==> config.mk <==
export PLATFORM = sky130hd
export DESIGN_NAME = xbar_sport_arb
export DESIGN_NICKNAME = d
export VERILOG_FILES = /design/src/rtl/xbar_arb_pkg.sv /design/src/rtl/xbar_arb_prio.sv /design/src/rtl/xbar_arb_owner.sv /design/src/rtl/xbar_arb_mux.sv /design/src/rtl/xbar_sport_arb.sv
export SDC_FILE = /design/constraint.sdc
export NUM_CORES = 1
export LEC_CHECK = 0
export ABC_CLOCK_PERIOD_IN_PS = 1850
export BUFFER_PORTS_ARGS = -buffer_cell sky130_fd_sc_hd__buf_2
export CAP_MARGIN = 20
export CELL_PAD_IN_SITES_DETAIL_PLACEMENT = 1
export CELL_PAD_IN_SITES_GLOBAL_PLACEMENT = 1
export CORE_MARGIN = 4
export CORE_UTILIZATION = 23
export DETAILED_ROUTE_END_ITERATION = 8
export PLACE_DENSITY = 0.86
export SYNTH_ARGS = -nofsm -noshare
export SYNTH_HDL_FRONTEND = slang
export SYNTH_HIERARCHICAL = 1
export SYNTH_SLANG_ARGS = --single-unit
==> constraint.sdc <==
create_clock -name clk -period 1.85 [get_ports clk]
set_clock_uncertainty 0.15 [all_clocks]
set_input_delay 0 -clock clk [delete_from_list [all_inputs] [get_ports clk]]
set_output_delay 0 -clock clk [all_outputs]
set_load 0.02 [all_outputs]
==> src/rtl/xbar_arb_pkg.sv <==
package xbar_arb_pkg;

    localparam int IDX_W = 4;
    localparam logic [1:0] TR_IDLE = 2'b00;

    typedef enum logic [1:0] {
        OWN_XBAR  = 2'd0,
        OWN_GRANT = 2'd1,
        OWN_PARK  = 2'd2
    } own_kind_e;

    typedef struct packed {
        own_kind_e        kind;
        logic [IDX_W-1:0] idx;
    } owner_t;

    localparam owner_t OWNER_RST = '{kind: OWN_XBAR, idx: '0};

    function automatic logic [IDX_W-1:0] owner_code(owner_t o);
        return (o.kind == OWN_XBAR) ? '0 : o.idx + IDX_W'(1);
    endfunction

endpackage

==> src/rtl/xbar_arb_prio.sv <==
module xbar_arb_prio
    import xbar_arb_pkg::*;
#(
    parameter int N_MST = 3
) (
    input  logic [N_MST-1:0] req,
    output logic             any,
    output logic [IDX_W-1:0] win
);
    always_comb begin
        any = |req;
        win = '0;
        for (int i = N_MST - 1; i >= 0; i--) begin
            if (req[i]) win = IDX_W'(i);
        end
    end
endmodule

==> src/rtl/xbar_arb_owner.sv <==
module xbar_arb_owner
    import xbar_arb_pkg::*;
#(
    parameter int N_MST = 3
) (
    input  logic             clk,
    input  logic             rst,
    input  logic             s_ready,
    input  logic             halt,
    input  logic             cfg_park_lp,
    input  logic [IDX_W-1:0] cfg_park_idx,
    input  logic [N_MST-1:0] req,
    input  logic [N_MST-1:0] m_lock,
    input  logic             any,
    input  logic [IDX_W-1:0] win,
    output owner_t           own,
    output logic             hold
);
    logic [N_MST-1:0] lock_d;
    logic             own_req;
    logic             keep;
    owner_t           nxt;

    always_comb begin
        hold    = 1'b0;
        own_req = 1'b0;
        for (int i = 0; i < N_MST; i++) begin
            if (own.idx == IDX_W'(i)) begin
                hold    = (own.kind != OWN_XBAR) && (m_lock[i] || lock_d[i]);
                own_req = req[i];
            end
        end
        keep = hold && (own.kind == OWN_GRANT || own_req);
    end

    always_comb begin
        nxt = own;
        if (s_ready) begin
            if (keep) begin
                nxt = '{kind: OWN_GRANT, idx: own.idx};
            end else if (halt) begin
                nxt = OWNER_RST;
            end else if (any) begin
                nxt = '{kind: OWN_GRANT, idx: win};
            end else if (cfg_park_lp || cfg_park_idx >= IDX_W'(N_MST)) begin
                nxt = OWNER_RST;
            end else begin
                nxt = '{kind: OWN_PARK, idx: cfg_park_idx};
            end
        end
    end

    always_ff @(posedge clk) begin
        if (rst) begin
            own    <= OWNER_RST;
            lock_d <= '0;
        end else begin
            own    <= nxt;
            lock_d <= m_lock;
        end
    end
endmodule

==> src/rtl/xbar_arb_mux.sv <==
module xbar_arb_mux
    import xbar_arb_pkg::*;
#(
    parameter int N_MST = 3,
    parameter int AW    = 32,
    parameter int CW    = 8
) (
    input  owner_t              own,
    input  logic                hold,
    input  logic                s_ready,
    input  logic [N_MST-1:0]    req,
    input  logic [N_MST-1:0]    m_lock,
    input  logic [2*N_MST-1:0]  m_trans,
    input  logic [AW*N_MST-1:0] m_addr,
    input  logic [CW*N_MST-1:0] m_ctrl,
    output logic [1:0]          s_trans,
    output logic [AW-1:0]       s_addr,
    output logic [CW-1:0]       s_ctrl,
    output logic                s_lock,
    output logic [IDX_W-1:0]    s_owner,
    output logic [N_MST-1:0]    m_ready
);
    logic [1:0]    sel_trans;
    logic [AW-1:0] sel_addr;
    logic [CW-1:0] sel_ctrl;
    logic          sel_lock;
    logic          sel_req;
    logic          xview;

    always_comb begin
        sel_trans = TR_IDLE;
        sel_addr  = '0;
        sel_ctrl  = '0;
        sel_lock  = 1'b0;
        sel_req   = 1'b0;
        for (int i = 0; i < N_MST; i++) begin
            if (own.idx == IDX_W'(i)) begin
                sel_trans = m_trans[2*i +: 2];
                sel_addr  = m_addr[AW*i +: AW];
                sel_ctrl  = m_ctrl[CW*i +: CW];
                sel_lock  = m_lock[i];
                sel_req   = req[i];
            end
        end
        xview = (own.kind == OWN_XBAR) ||
                (own.kind == OWN_GRANT && !sel_req && !hold);
        if (xview) begin
            s_trans = TR_IDLE;
            s_addr  = '0;
            s_ctrl  = '0;
            s_lock  = 1'b0;
            s_owner = '0;
        end else begin
            s_trans = sel_req ? sel_trans : TR_IDLE;
            s_addr  = sel_addr;
            s_ctrl  = sel_ctrl;
            s_lock  = sel_lock && (own.kind == OWN_GRANT || sel_req);
            s_owner = owner_code(own);
        end
    end

    for (genvar i = 0; i < N_MST; i++) begin : g_rdy
        assign m_ready[i] = (own.kind != OWN_XBAR && own.idx == IDX_W'(i))
                            ? s_ready : !req[i];
    end
endmodule

==> src/rtl/xbar_sport_arb.sv <==
module xbar_sport_arb
    import xbar_arb_pkg::*;
#(
    parameter int N_MST = 3,
    parameter int AW    = 32,
    parameter int CW    = 8
) (
    input  logic                clk,
    input  logic                rst,
    input  logic [N_MST-1:0]    m_sel,
    input  logic [2*N_MST-1:0]  m_trans,
    input  logic [N_MST-1:0]    m_lock,
    input  logic [AW*N_MST-1:0] m_addr,
    input  logic [CW*N_MST-1:0] m_ctrl,
    input  logic                cfg_park_lp,
    input  logic [3:0]          cfg_park_idx,
    input  logic                halt,
    input  logic                s_ready,
    output logic [1:0]          s_trans,
    output logic [AW-1:0]       s_addr,
    output logic [CW-1:0]       s_ctrl,
    output logic                s_lock,
    output logic [3:0]          s_owner,
    output logic [N_MST-1:0]    m_ready
);
    logic [N_MST-1:0] req;
    logic             any;
    logic [IDX_W-1:0] win;
    owner_t           own;
    logic             hold;

    for (genvar i = 0; i < N_MST; i++) begin : g_req
        assign req[i] = m_sel[i] && (m_trans[2*i +: 2] != TR_IDLE);
    end

    xbar_arb_prio #(.N_MST(N_MST)) prio_i (
        .req (req),
        .any (any),
        .win (win)
    );

    xbar_arb_owner #(.N_MST(N_MST)) owner_i (
        .clk          (clk),
        .rst          (rst),
        .s_ready      (s_ready),
        .halt         (halt),
        .cfg_park_lp  (cfg_park_lp),
        .cfg_park_idx (cfg_park_idx),
        .req          (req),
        .m_lock       (m_lock),
        .any          (any),
        .win          (win),
        .own          (own),
        .hold         (hold)
    );

    xbar_arb_mux #(.N_MST(N_MST), .AW(AW), .CW(CW)) mux_i (
        .own     (own),
        .hold    (hold),
        .s_ready (s_ready),
        .req     (req),
        .m_lock  (m_lock),
        .m_trans (m_trans),
        .m_addr  (m_addr),
        .m_ctrl  (m_ctrl),
        .s_trans (s_trans),
        .s_addr  (s_addr),
        .s_ctrl  (s_ctrl),
        .s_lock  (s_lock),
        .s_owner (s_owner),
        .m_ready (m_ready)
    );
endmodule

==> impl_metrics.ini, run 1 <==
[sta]
setup_viol = 55
hold_viol = 0
fin_setup_tns_ns = -20.65
fin_crit_ns = 2.30
rsz0062_at_grt = yes
fin_crit_sh_pct = 124
drv_slew = 0
worst_hold_slack_ns = 0.0219
fmax_mhz = 435
fin_ws_ns = -0.448

[critical_path]
reg2reg_slack_ns = -0.16
critPathMaxFanout = 7
crit_required_ns = 1.70
setup.worst_path.end_class = output pin
critical_path_class = reg -> out
cp-start-kind = flop
critPathArrivalTime_ns = 2.15

[power]
power_frac_seq_pct = 13.4
combinationalPowerShare_pct = 71.5
leakage_nw = 1.92
clkPwrFrac_pct = 15.1
p_sw_w = 0.000645
p_int_w = 0.000897
ir_drop_v = 0.000338
power_switching_share_pct = 41.8
power_density_nw_per_um2 = 335

[die]
dieHeight_um = 105
num_rows = 35
die_width_um = 105
start_util_pct = 23.6
ios = 191
coreArea_um2 = 9240
die_area_um2 = 11100

[layout]
stdcell_area_um2 = 4610
register_area_um2 = 195
fillers = 1088
drive_above_1_share_pct = 73.8
multi_input_area_um2 = 2190
nets = 638
syn2layout_area_growth_pct = 111

[synthesis]
synth_area_leaders = nor3_4, a221oi_1, nor2_1
yosys.area_share.adder_pct = 2.29
synth_top_family_by_area = simple AND/OR/NAND/NOR gates
synthDistinctLibCells = 47
yosysTopAreaCell = nor3_4
netlist_area_um2 = 2180
ys_ff_latch = 9
synth-compound-area-share_pct = 25.3
avgSynthCellArea_um2 = 8.63
ys_seq_area_share_pct = 8.25
synth-xor-area-share_pct = 0.802
synth-edff-count = 0
synth_cells = 253
synth_mux_area_share_pct = 3.84
synthSimpleGateAreaFrac_pct = 49.9
ys_async_sr_fraction_pct = 0
ys_warn_count = 6
synth_ff_type = dfxtp_1
yosysTopAreaCellShare_pct = 26.8

[grt]
grt_pass1_vias = 3465
grt_usage_pct = 21.7
grt_max_degree = 45
grt_pass1_wl_um = 19300
antenna_found_initial = 1
grt-ovfl-total = 0

[routing]
ant_nets = 0
drc = 0
via_count = 3192
drt_iter0_drc = 105
drt_pre_antenna_iters = 4
viasPerCell = 5.13
post_drt_wl_per_cell_um = 21.1
routed_wl_um = 13100

[outcome]
outcome = complete, but fails checks
failed_checks = setup timing

[job]
max-cap-violations = 0

[clock_tree]
clock_latency_ns = 0.24
cts_made_buffers = 3
cts.sinks = 9
cts_tree = built
htree_levels = 1
root_buffer = clkbuf_8
clkTransAtPathRegs_ns = 0.05
cts_buffer_depth = 2

[placed_design]
dp_hpwl_um = 9060
port_buffers = 190
placed_cell_area_um2 = 3600
routabilityCongestion = 0.793

[min_path]
min_path_type = in -> reg
==> path summary, 6_finish.rpt <==
| check | cells after the start | end | from |
|---|---|---|---|
| setup / recovery | 10 | s_addr[7] | owner_i/own[1]$_SDFFE_PP0P_ |
| hold / removal | 4 | owner_i/own[5]$_SDFFE_PP0P_ | cfg_park_idx[0] |
| setup reg to reg | 6 | owner_i/own[1]$_SDFFE_PP0P_ | owner_i/own[3]$_SDFFE_PP0P_ |
| hold reg to reg | 2 | owner_i/own[3]$_SDFFE_PP0P_ | owner_i/own[3]$_SDFFE_PP0P_ |
==> flip-flops by register name (all words and copies together), names as in the netlist <==
| signal | count |
|---|---|
| owner_i/own | 6 |
| owner_i/lock_d | 3 |
==> power by group through the flow <==
| stage | registers [W] | logic [W] | clock network (W) |
|---|---|---|---|
| after detailed placement | 0.000211 | 0.000829 | 0 |
| after global routing | 0.000207 | 0.00117 | 0.000253 |
| final | 0.000207 | 0.00110 | 0.000233 |
| after floorplan | 0.000212 | 0.000487 | 0 |
| after global placement | 0.000210 | 0.000800 | 0 |
| after CTS | 0.000205 | 0.00105 | 0.000240 |
==> critical path, stage by stage, from the launching register on <==
cell and delay (ns):
dfxtp_4 0.37, buf_6 0.11, inv_6 0.03, ha_4 0.15, nor4b_4 0.13, buf_4 0.14, buf_8 0.14, buf_16 0.14
a221oi_1 0.46, nor3_4 0.09, buf_6 0.15
==> cell usage in the layout (no fill, tap or decap), types with 7 or more instances in the layout <==
cell and count:
a221oi_1 25, a221oi_2 14, buf_12 7, buf_2 144, buf_4 46, buf_6 46
dlygate4sd3_1 9, nor2_1 45, nor2b_1 8, nor3_4 36
==> synth_stat cells (2+ instances only) <==
master / instances
dfxtp_1: 9
buf_4: 2
inv_1: 3
a21oi_1: 6
nor2_1: 52
a22oi_1: 3
nor2b_1: 9
nor3_4: 36
a221oi_1: 41
mux2_2: 2
buf_6: 3
and2_1: 2
or3_1: 2
or2_2: 2
or4b_1: 2
nand2b_1: 5
mux2i_1: 5
nand2_1: 3
buf_2: 3
ha_1: 4
nand3b_1: 3
clkbuf_1: 15
o21a_1: 4
o21ai_1: 4
nor3_1: 6
nor3b_1: 2
nand3_1: 3
buf_12: 3
==> routing by layer <==
metal  vias up  global-route usage (%)  part of all wire (%)
met3        30                    3.37                   6.4
met2       151                    42.2                    55
met4         0                    5.44                   3.0
met5         -                       0                     0
li1       1458                       -                     -
met1      1553                    24.2                    35
==> area by class of cell <==
type | count | share of cell area (%)
Multi-Input combinational cell | 216 | 47.6
Clock buffer | 3 | 0.896
Antenna cell | 1 | 0.0543
Inverter | 3 | 0.407
Tap cell | 129 | 3.50
Timing Repair Buffer | 260 | 43.2
Sequential cell | 9 | 4.24
Clock inverter | 1 | 0.109
==> cell families after synthesis <==
group / Yosys count
AND/OR/NAND/NOR: 132
AO/OA/AOI/OAI: 67
buffers and inverters: 30
flip-flops: 9
multiplexers: 8
adder cells (fa/ha/maj): 4
XOR/XNOR: 2
other: 1
==> per-stage QoR <==
step           cells  total power [W]  worst slack (ns)  utilization, %
3_3_place_gp     592          0.00101            -0.277            39.0
6_report         622          0.00154            -0.448            49.9
4_1_cts          620          0.00149            -0.468            47.8
2_1_floorplan    254         0.000699            -0.216               -
5_1_grt          622          0.00163            -0.515            49.9
3_5_place_dp     592          0.00104            -0.387            39.0
==> timing repair <==
item,in CTS,in global routing
setup endpoints to repair,56,56
buffers inserted,13,3
gates cloned,4,3
endpoints found under the hold margin,5,0
gates resized for setup,129,42
hold buffers,9,0
pin swaps,29,20
No activity file was read; power rests on OpenSTA's default activity.
==> run 2: changes to the inputs <==
- CORE_MARGIN: 4 -> default
- SETUP_SLACK_MARGIN: default -> 0.02
==> impl_metrics.ini, run 2 (synthesis gave the netlist of run 1 again) <==
[critical_path]
crit_required_ns = 1.70
critical_path_class = reg -> out
critPathArrivalTime_ns = 2.17
cp-start-kind = flop
setup.worst_path.end_class = output pin
reg2reg_slack_ns = -0.17
critPathMaxFanout = 8

[grt]
antenna_found_initial = 0
grt_usage_pct = 23.5
grt_pass1_vias = 3542
grt-ovfl-total = 0
grt_max_degree = 45
grt_pass1_wl_um = 18100

[routing]
post_drt_wl_per_cell_um = 18.8
via_count = 3290
drt_pre_antenna_iters = 4
ant_nets = 0
viasPerCell = 5.04
drt_iter0_drc = 80
drc = 0
routed_wl_um = 12300

[power]
power_density_nw_per_um2 = 340
leakage_nw = 2.04
ir_drop_v = 0.000311

[die]
start_util_pct = 23.6
coreArea_um2 = 9240
num_rows = 35
die_width_um = 99.5
dieHeight_um = 99.5
ios = 191
die_area_um2 = 9890

[placed_design]
placed_cell_area_um2 = 3930
dpl.cell_count = 627
port_buffers = 190
routabilityCongestion = 0.812
dp_hpwl_um = 8870
pre_cts_ws_ns = -0.365

[layout]
largest_reg_flops = 6
layout_commonest_cell = buf_2
drive_above_1_share_pct = 72.9
instances_no_fill = 653
n_antenna_cell = 0
stdcell_area_um2 = 4690
layout_common_cells = buf_2, buf_4, buf_6
nets = 670
largestRegisters = owner_i/own (6), owner_i/lock_d (3)
utilization_pct = 50.8
syn2layout_area_growth_pct = 115
max_flop_register = owner_i/own

[clock_tree]
clkTransAtPathRegs_ns = 0.05
root_buffer = clkbuf_8
htree_levels = 1
clock_latency_ns = 0.24
cts_buffer_depth = 2
cts.sinks = 9
cts_tree = built
cts_made_buffers = 3

[sta]
fin_setup_tns_ns = -20.18
fmax_mhz = 431
fin_crit_ns = 2.32
fin_crit_sh_pct = 125
setup_viol = 55
fin_ws_ns = -0.469
drv_slew = 0
rsz0062_at_grt = yes
hold_viol = 0

[job]
max-cap-violations = 0

[outcome]
failed_checks = setup timing
outcome = complete, but fails checks

[min_path]
min_path_type = in -> reg
-- run 2: changes by cell type in the layout (fill, tap and decap cells not counted), moves of 3 or more --
cell       before  now
buf_4          46   80
a221oi_1       25   38
a221oi_2       14    2
nor2_2          5   14
nor2_1         45   38
buf_12          7   12
nor3_2          6    2
clkbuf_16       3    0
nor3_4         36   39
-- run 2: critical path, cell delays in order, from the launching register on --
cell	delay, ns
dfxtp_4	0.38
buf_4	0.17
nor4b_4	0.37
a2bb2oi_2	0.12
o21a_4	0.23
buf_12	0.14
buf_12	0.15
nor3_4	0.21
buf_6	0.15
-- run 2: power breakdown --
part	switching [W]	total, W	internal [W]
logic	0.000540	0.00115	0.000607
clock network	0.0000837	0.000234	0.000151
registers	0.0000115	0.000210	0.000199
-- run 2: per-stage QoR --
stage          power (W)  hold WS (ns)
6_report         0.00159       0.00591
5_1_grt          0.00167        0.0154
4_1_cts          0.00154       0.00917
3_5_place_dp     0.00120         0.109
3_3_place_gp     0.00116         0.105
2_1_floorplan   0.000700       -0.0218
-- run 2: final timing paths --
| path | startpoint | endpoint | depth (start not counted) |
|---|---|---|---|
| max reg2reg | owner_i/own[1]$_SDFFE_PP0P_ | owner_i/own[0]$_SDFFE_PP0P_ | 6 |
| max | owner_i/own[3]$_SDFFE_PP0P_ | s_addr[18] | 8 |
| min | halt | owner_i/own[5]$_SDFFE_PP0P_ | 4 |
| min reg2reg | owner_i/own[4]$_SDFFE_PP0P_ | owner_i/own[4]$_SDFFE_PP0P_ | 2 |
-- run 2: what timing repair did --
| item | in CTS | in global routing |
|---|---|---|
| hold buffers | 8 | 0 |
| gates cloned | 2 | 0 |
| buffers inserted | 6 | 9 |
| resized for setup | 100 | 42 |
| hold endpoints to repair | 6 | 0 |
| pin swaps | 18 | 5 |
| endpoints found under the setup margin | 56 | 56 |
-- run 2: per-layer routing --
metal | vias to the layer above | wire length, um | GRT usage (%)
met2 | 161 | 6870 | 47.5
met3 | 42 | 692 | 3.87
met1 | 1575 | 4310 | 23.1
met4 | 0 | 417 | 10.4
met5 | - | 0 | 0
li1 | 1512 | - | -
-- run 2: area by class of cell --
class / instances / area (um^2)
Sequential cell: 9 / 195
Tap cell: 129 / 161
Fill cell: 1105 / 4550
Timing Repair Buffer: 293 / 2210
Clock buffer: 4 / 45.0
Multi-Input combinational cell: 215 / 2060
Inverter: 3 / 13.8
==> run 3: changes to the inputs <==
- TNS_END_PERCENT: default -> 30
==> impl_metrics.ini, run 3 (synthesis gave the netlist of run 1 again) <==
[die]
die_width_um = 99.5
num_rows = 35
coreArea_um2 = 9240
ios = 191
die_area_um2 = 9890
dieHeight_um = 99.5
start_util_pct = 23.6

[power]
power_density_nw_per_um2 = 339
ir_drop_v = 0.000355
finalPower_w = 0.00148
leakage_nw = 1.85

[sta]
setup_viol = 55
drv_slew = 0
fmax_mhz = 428
fin_crit_ns = 2.34
hold_viol = 0
fin_ws_ns = -0.487
fin_setup_tns_ns = -21.07
fin_crit_sh_pct = 126
rsz0062_at_grt = yes

[clock_tree]
cts_made_buffers = 3
clkTransAtPathRegs_ns = 0.05
cts_buffer_depth = 2
htree_levels = 1
cts.sinks = 9
clock_latency_ns = 0.24
cts_tree = built
root_buffer = clkbuf_8

[critical_path]
crit_required_ns = 1.70
critPathArrivalTime_ns = 2.19
setup.worst_path.end_class = output pin
critPathMaxStageDelay_ns = 0.37
cp-start-kind = flop
slowest_stage = dfxtp_4
critPathMaxFanout = 7
crit_path_cell_trace = or3_4 > a22oi_2 > nor2_2 > a21oi_2 > o21a_4 > buf_12 > buf_16 > nor3_4 > buf_6
critical_path_class = reg -> out

[min_path]
min_path_type = in -> reg

[placed_design]
routabilityCongestion = 0.833
port_buffers = 190
dp_hpwl_um = 7800
placed_cell_area_um2 = 3590

[layout]
layout_common_cells = buf_2, nor2_1, buf_6
n_antenna_cell = 0
nets = 627
stdcell_area_um2 = 4360
max_flop_register = owner_i/own
syn2layout_area_growth_pct = 99.7
drive_above_1_share_pct = 69.4
largestRegisters = owner_i/own (6), owner_i/lock_d (3)
utilization_pct = 47.2
largest_reg_flops = 6
layout_commonest_cell = buf_2

[routing]
drt_iter0_drc = 62
drc = 0
drt_pre_antenna_iters = 4
routed_wl_um = 10500
via_count = 2991
ant_nets = 0
post_drt_wl_per_cell_um = 17.2
viasPerCell = 4.90

[grt]
grt_pass1_wl_um = 16300
grt_pass1_vias = 3320
grt-ovfl-total = 0
antenna_found_initial = 0
grt_usage_pct = 20.5
grt_max_degree = 26

[outcome]
failed_checks = setup timing
outcome = complete, but fails checks

[job]
max-cap-violations = 0
==> run 3: cell count changes in the layout (fill, tap and decap cells not counted), moves of 3 or more <==
| cell | before | now |
|---|---|---|
| buf_4 | 80 | 40 |
| nor2_1 | 38 | 46 |
| a221oi_1 | 38 | 27 |
| nor3_2 | 2 | 5 |
| buf_6 | 46 | 41 |
| a221oi_2 | 2 | 14 |
| nor2_2 | 14 | 5 |
| nor3_4 | 39 | 36 |
| mux2_4 | 3 | 0 |
==> run 3: critical path, delay by kind of cell (launching register included) <==
family,cells,cell delay (ns)
AOI/OAI and AO/OA,3,0.64
and+or+nand+nor,3,0.50
buffers and inverters,3,0.43
DFF,1,0.37
==> run 3: timing repair <==
action	CTS	global route
pin swaps	27	23
endpoints found under the hold margin	5	0
gates cloned	2	2
hold buffers	10	0
endpoints found under the setup margin	55	56
resized for setup	113	17
buffers inserted	6	1
==> run 3: per-stage QoR <==
step	worst slack, ns	std cells	hold WS, ns
floorplan	-0.216	254	-0.0218
global placement	-0.294	586	0.104
detailed placement	-0.306	586	0.113
CTS	-0.458	608	0.0126
global route	-0.568	610	0.0825
finish	-0.487	610	0.0660
==> run 3: layout make-up <==
class                      instances  area [um^2]
inverter                           3         16.3
tap                              129          161
sequential                         9          189
timing repair buffer             250         1910
fill                            1113         4880
clock buffer                       3         41.3
multi-input combinational        215         2040
clock inverter                     1         5.00
==> run 3: worst paths after layout <==
check	startpoint	to	slack (ns)	cells past startpoint
max	owner_i/own[1]$_SDFFE_PP0P_	s_addr[4]	-0.49	9
min	halt	owner_i/own[5]$_SDFFE_PP0P_	0.07	4
max reg2reg	owner_i/own[1]$_SDFFE_PP0P_	owner_i/own[0]$_SDFFE_PP0P_	-0.32	7
min reg2reg	owner_i/own[3]$_SDFFE_PP0P_	owner_i/own[3]$_SDFFE_PP0P_	0.39	2
==> run 3: per-layer routing <==
metal  up-vias  routed length [um]  track usage [%]
met5         -                   0                0
met4         0                 158             5.66
met3        14                 717             3.79
met2       139                5910             41.0
met1      1414                3720             21.5
li1       1424                   -                -
==> run 3: power by group <==
part | internal [W] | switching [W]
sequential | 0.000200 | 0.00000826
combinational | 0.000530 | 0.000500
clock | 0.000148 | 0.0000934
total | 0.000878 | 0.000602
